File: config.mk
export PLATFORM = sky130hd
export DESIGN_NAME = clk_cfg_port
export DESIGN_NICKNAME = d
export VERILOG_FILES = /design/src/rtl/clk_cfg_pkg.sv /design/src/rtl/clk_cfg_sync.sv /design/src/rtl/clk_cfg_shift.sv /design/src/rtl/clk_cfg_latch.sv /design/src/rtl/clk_cfg_port.sv
export SDC_FILE = /design/constraint.sdc
export NUM_CORES = 1
export LEC_CHECK = 0
export BUFFER_PORTS_ARGS = -buffer_cell sky130_fd_sc_hd__buf_2
export CORE_UTILIZATION = 40
export DETAILED_ROUTE_END_ITERATION = 7
export GPL_TIMING_DRIVEN = 1
export HOLD_SLACK_MARGIN = 0.05
export SKIP_LAST_GASP = 1
export SLEW_MARGIN = 25
export SYNTH_ARGS = -nofsm -noshare
export SYNTH_HDL_FRONTEND = slang
export SYNTH_SLANG_ARGS = --single-unit
File: constraint.sdc
create_clock -name clk_i -period 2.6 [get_ports clk_i]
set_clock_uncertainty 0.1 [all_clocks]
set_input_delay 0.13 -clock clk_i [delete_from_list [all_inputs] [get_ports clk_i]]
set_output_delay 0.13 -clock clk_i [all_outputs]
set_load 0.02 [all_outputs]
File: src/rtl/clk_cfg_pkg.sv
package clk_cfg_pkg;
  localparam int unsigned M_W  = 9;
  localparam int unsigned N_W  = 2;
  localparam int unsigned T_W  = 3;
  localparam int unsigned SR_W = T_W + N_W + M_W;

  typedef struct packed {
    logic [T_W-1:0] t;
    logic [N_W-1:0] n;
    logic [M_W-1:0] m;
  } cfg_t;

  localparam cfg_t CFG_RST = '{t: '0, n: '1, m: '1};
endpackage

File: src/rtl/clk_cfg_sync.sv
module clk_cfg_sync #(
  parameter int unsigned W      = 1,
  parameter int unsigned STAGES = 2,
  parameter logic [W-1:0] RST_VAL = '0
) (
  input  logic         clk_i,
  input  logic         rst_ni,
  input  logic [W-1:0] d_i,
  output logic [W-1:0] q_o
);
  logic [W-1:0] stg_q [STAGES];

  always_ff @(posedge clk_i or negedge rst_ni) begin
    if (!rst_ni) stg_q[0] <= RST_VAL;
    else         stg_q[0] <= d_i;
  end

  for (genvar i = 1; i < STAGES; i++) begin : g_stg
    always_ff @(posedge clk_i or negedge rst_ni) begin
      if (!rst_ni) stg_q[i] <= RST_VAL;
      else         stg_q[i] <= stg_q[i-1];
    end
  end

  assign q_o = stg_q[STAGES-1];
endmodule

File: src/rtl/clk_cfg_shift.sv
module clk_cfg_shift #(
  parameter int unsigned W = 14
) (
  input  logic         clk_i,
  input  logic         rst_ni,
  input  logic         shift_i,
  input  logic         din_i,
  output logic [W-1:0] sr_o
);
  logic [W-1:0] sr_q;

  always_ff @(posedge clk_i or negedge rst_ni) begin
    if (!rst_ni)      sr_q <= '0;
    else if (shift_i) sr_q <= {sr_q[W-2:0], din_i};
  end

  assign sr_o = sr_q;

  AST_SHIFT_MOVES: assert property (@(posedge clk_i) disable iff (!rst_ni)
    shift_i |=> (sr_q[W-1:1] == $past(sr_q[W-2:0])));
  AST_SHIFT_HOLDS: assert property (@(posedge clk_i) disable iff (!rst_ni)
    !shift_i |=> $stable(sr_q));
endmodule

File: src/rtl/clk_cfg_latch.sv
module clk_cfg_latch
  import clk_cfg_pkg::*;
(
  input  logic           clk_i,
  input  logic           rst_ni,
  input  logic           par_open_i,
  input  logic           ser_open_i,
  input  logic [M_W-1:0] par_m_i,
  input  logic [N_W-1:0] par_n_i,
  input  cfg_t           ser_cfg_i,
  output cfg_t           cfg_o
);
  cfg_t cfg_q;

  // parallel path wins; it also clears the test select
  always_ff @(posedge clk_i or negedge rst_ni) begin
    if (!rst_ni) begin
      cfg_q <= CFG_RST;
    end else if (par_open_i) begin
      cfg_q.m <= par_m_i;
      cfg_q.n <= par_n_i;
      cfg_q.t <= '0;
    end else if (ser_open_i) begin
      cfg_q <= ser_cfg_i;
    end
  end

  assign cfg_o = cfg_q;

  AST_PAR_FOLLOW: assert property (@(posedge clk_i) disable iff (!rst_ni)
    par_open_i |=> (cfg_q.m == $past(par_m_i) && cfg_q.n == $past(par_n_i)));
  AST_T_CLEARED: assert property (@(posedge clk_i) disable iff (!rst_ni)
    par_open_i |=> (cfg_q.t == '0));
  AST_SER_FOLLOW: assert property (@(posedge clk_i) disable iff (!rst_ni)
    (!par_open_i && ser_open_i) |=> (cfg_q == $past(ser_cfg_i)));
  AST_HOLD_CLOSED: assert property (@(posedge clk_i) disable iff (!rst_ni)
    (!par_open_i && !ser_open_i) |=> $stable(cfg_q));
endmodule

File: src/rtl/clk_cfg_port.sv
module clk_cfg_port
  import clk_cfg_pkg::*;
#(
  parameter int unsigned SYNC_STAGES = 2
) (
  input  logic           clk_i,
  input  logic           rst_ni,
  input  logic           ser_clk_i,
  input  logic           ser_data_i,
  input  logic           ser_load_i,
  input  logic           par_load_n_i,
  input  logic [M_W-1:0] par_m_i,
  input  logic [N_W-1:0] par_n_i,
  output logic [M_W-1:0] m_div_o,
  output logic [N_W-1:0] n_sel_o,
  output logic [T_W-1:0] t_sel_o,
  output logic           last_bit_o
);
  localparam int unsigned IN_W = 4 + M_W + N_W;
  // bit map: 0 par_load_n, 1 ser_load, 2 ser_clk, 3 ser_data, then m, n
  localparam logic [IN_W-1:0] IN_RST = {{(M_W+N_W){1'b1}}, 4'b0000};

  logic [IN_W-1:0] in_s;
  logic            ser_clk_q;
  logic            ser_rise;
  logic [SR_W-1:0] sr;
  cfg_t            cfg;

  clk_cfg_sync #(.W(IN_W), .STAGES(SYNC_STAGES), .RST_VAL(IN_RST)) u_sync (
    .clk_i (clk_i),
    .rst_ni(rst_ni),
    .d_i   ({par_n_i, par_m_i, ser_data_i, ser_clk_i, ser_load_i, par_load_n_i}),
    .q_o   (in_s)
  );

  always_ff @(posedge clk_i or negedge rst_ni) begin
    if (!rst_ni) ser_clk_q <= 1'b0;
    else         ser_clk_q <= in_s[2];
  end

  assign ser_rise = in_s[2] & ~ser_clk_q;

  clk_cfg_shift #(.W(SR_W)) u_shift (
    .clk_i  (clk_i),
    .rst_ni (rst_ni),
    .shift_i(ser_rise),
    .din_i  (in_s[3]),
    .sr_o   (sr)
  );

  clk_cfg_latch u_latch (
    .clk_i     (clk_i),
    .rst_ni    (rst_ni),
    .par_open_i(~in_s[0]),
    .ser_open_i(in_s[1]),
    .par_m_i   (in_s[4 +: M_W]),
    .par_n_i   (in_s[4+M_W +: N_W]),
    .ser_cfg_i (cfg_t'(sr)),
    .cfg_o     (cfg)
  );

  assign m_div_o    = cfg.m;
  assign n_sel_o    = cfg.n;
  assign t_sel_o    = cfg.t;
  assign last_bit_o = sr[SR_W-1];

  AST_LAST_BIT_SHIFT: assert property (@(posedge clk_i) disable iff (!rst_ni)
    ser_rise |=> (last_bit_o == $past(sr[SR_W-2])));
  AST_PAR_PRIORITY: assert property (@(posedge clk_i) disable iff (!rst_ni)
    (!in_s[0] && in_s[1]) |=> (t_sel_o == '0));
endmodule

==> results by group <==
Route
  • Via density per instance: 4.22
  • Wire per inst: 12.0 µm
  • First DRT Iteration DRCs: 57
  • Routed Antenna Nets: 0
  • Detailed-route via count: 1029
  • DRT Pass-1 Iters: 4
  • DRC violation count after routing: 0
  • Final WL: 2940 µm

Final layout
  • Register area: 1520 µm²
  • Layout cells sized above 1: 0.525
  • Multi-input logic area: 464 µm²
  • # nets final: 189
  • Area Growth Syn to Fin: 25.6%
  • Diodes inserted: 0
  • Filler cells: 423
  • Utilization after layout: 0.532

STA
  • Final-report max-slew violation count: 0
  • Upper clock frequency limit: 695 MHz
  • Setup TNS: 0 ns
  • Slew headroom: 0.448
  • Period Utilization, post-route: 0.553
  • Fin crit period: 1.44 ns
  • Final Hold Fails: 0
  • Slew @ Worst Pin: 0.828 ns
  • RSZ-0062 raised after global routing: no
  • Final setup viols: 0

Yosys
  • Post-synth EDFFs: 0
  • Largest area contributor in the netlist: dfstp_2
  • Share of flip-flops with an asynchronous set or reset: 1.00
  • FF+latch count, synth: 59
  • Syn Nets: 136
  • Register area share after synthesis: 0.744
  • Top cell type's share of synthesized area: 0.425
  • Primary FF master, synth: dfstp_2
  • Ranking of synthesized cells by area: dfstp_2 (43%), dfrtp_1 (32%), mux2_4 (7.4%), mux2i_1 (6.9%), a21oi_1 (2.7%)
  • Syn_area_per_cell: 17.1 µm²
  • Top-count cell post-synth: dfstp_2
  • Cells after Synth: 119
  • Commonest cells in the netlist: dfstp_2 (33), dfrtp_1 (26), mux2i_1 (14)
  • YS warnings: 0
  • Count of cell types in the netlist: 13
  • Mapped Area: 2040 µm²

Pwr
  • Leakage power total: 1.17 nW
  • Cell Pwr Density: 898 nW/µm²
  • Peak VDD IR: 0.540 mV

Critical path
  • WP data required: 2.71 ns
  • R2r worst-path depth: 2
  • Worst Setup End Kind: flip-flop
  • Critical path launch point type: flip-flop
  • Critical path class: flip-flop to flip-flop
  • Worst EP arrival: 1.54 ns
  • Buf/Inv on CP: 0
  • Crit-path cells: nor2b_4 > mux2_2
  • Slowest stage cell, crit path: nor2b_4
  • Delay-heaviest family, CP: simple AND/OR/NAND/NOR gates
  • Crit Path Max Fanout: 14
  • CP Depth: 2
  • Critical path's largest stage delay: 0.43 ns

CTS
  • CTS sink cnt: 59
  • Hold_buf cts: 16
  • Clk_lat worst skew: 0.32 ns
  • Bufs on Longest Clock Path: 2
  • Post-CTS Setup Bufs: 0
  • H-tree levels: 3
  • Root Driver: clkbuf_8
  • CTS clk-pin slew, worst paths: 0.06 ns
  • Post-cts sizing count: 0
  • CTS tree: yes
  • CTS Buf Count: 9

Placed design
  • Placed wire-length estimate: 1900 µm
  • Port bufs: 31
  • Final Wtd Congestion: 0.707

Global route
  • Antenna violations before repair: 0
  • First-pass GRT wire length: 5020 µm
  • Gr ovfl total: 0
  • GRT Util Overall: 0.136
  • Vias in the first global route: 1059
  • Largest net degree at the start of global routing: 41

Min path
  • Hold Crit Depth: 0
  • Hold/Removal Path Class: flip-flop to flip-flop

Floorplanning
  • I/O pin count: 32
  • Die Wd: 73.4 µm
  • Die span in y: 73.4 µm
  • Cell Rows: 25
  • Die ar.: 5390 µm²
  • Initial core utilization: 0.423
  • Core Area: 4820 µm²

Flow run
  • Max-cap violations: 0

Run status
  • Outcome: finished, final reports clean
-- cells by family (layout without fill, tap and decap cells) --
group | after synthesis | after routing | share of synthesized area
simple gates | 15 | 15 | 0.0362
compound gates | 11 | 11 | 0.0270
buf+inv | 6 | 64 | 0.0282
mux | 28 | 28 | 0.164
flops | 59 | 59 | 0.744
-- layout by cell type (no fill, tap or decap) --
master / count
dfstp_2: 33
buf_2: 31
dfrtp_1: 26
dlygate4sd3_1: 16
mux2i_1: 14
nor2_1: 11
a21oi_1: 11
clkbuf_8: 11
mux2_4: 10
mux2_2: 4
nor2b_1: 3
clkbuf_1: 3
clkinv_2: 2
nor2b_4: 1
buf_4: 1
-- through the flow --
stage	hold slack (ns)	setup slack, ns	total power [mW]	area [µm²]	cells
after CTS	0.250	1.15	2.34	2560	244
after detailed placement	0.136	1.17	1.60	2230	212
final	0.251	1.16	2.30	2560	244
after global routing	0.257	1.08	2.43	2560	244
after floorplan	-0.266	1.36	1.47	2040	119
after global placement	0.135	1.19	1.58	2230	212
-- metal layers --
layer / share of wire / track usage
met4: 0.014 / 0.0962
met5: 0 / 0
met1: 0.43 / 0.167
met3: 0.040 / 0.0617
met2: 0.52 / 0.190
-- sequential cells by signal (all words and copies together), names as in the netlist --
register       cells
ser_clk_q          1
u_latch.cfg_o     14
u_shift.sr_o      14
u_sync.q_o        15
u_sync.stg_q      15
-- worst paths after layout --
check                                      startpoint                            end  slack [ns]
max                               ser_clk_q$_DFF_PN0_    u_shift.sr_o[2]$_DFFE_PN0P_        1.16
min                        u_sync.stg_q[16]$_DFF_PN0_        u_sync.q_o[1]$_DFF_PN0_        0.25
max reg2reg                       ser_clk_q$_DFF_PN0_    u_shift.sr_o[2]$_DFFE_PN0P_        1.16
min reg2reg                u_sync.stg_q[16]$_DFF_PN0_        u_sync.q_o[1]$_DFF_PN0_        0.25
max in group asynchronous                      rst_ni   u_shift.sr_o[12]$_DFFE_PN0P_        1.27
min in group asynchronous                      rst_ni  u_latch.cfg_o[11]$_DFFE_PN0P_        0.35
-- power breakdown --
group          total, mW  leakage [nW]  switching, mW  internal, mW
Clock              0.704        0.0905          0.309         0.395
Combinational      0.368         0.418          0.154         0.214
Sequential          1.23         0.665          0.119          1.11
Total               2.30          1.17          0.582          1.72
-- cell type report --
class                           instances  area share
Timing Repair Buffer                   48       0.126
Tap cell                               67      0.0327
Clock buffer                           14      0.0635
Clock inverter                          2     0.00391
Multi-Input combinational cell         54       0.181
Sequential cell                        59       0.593
(Power assumes the default switching activity.)
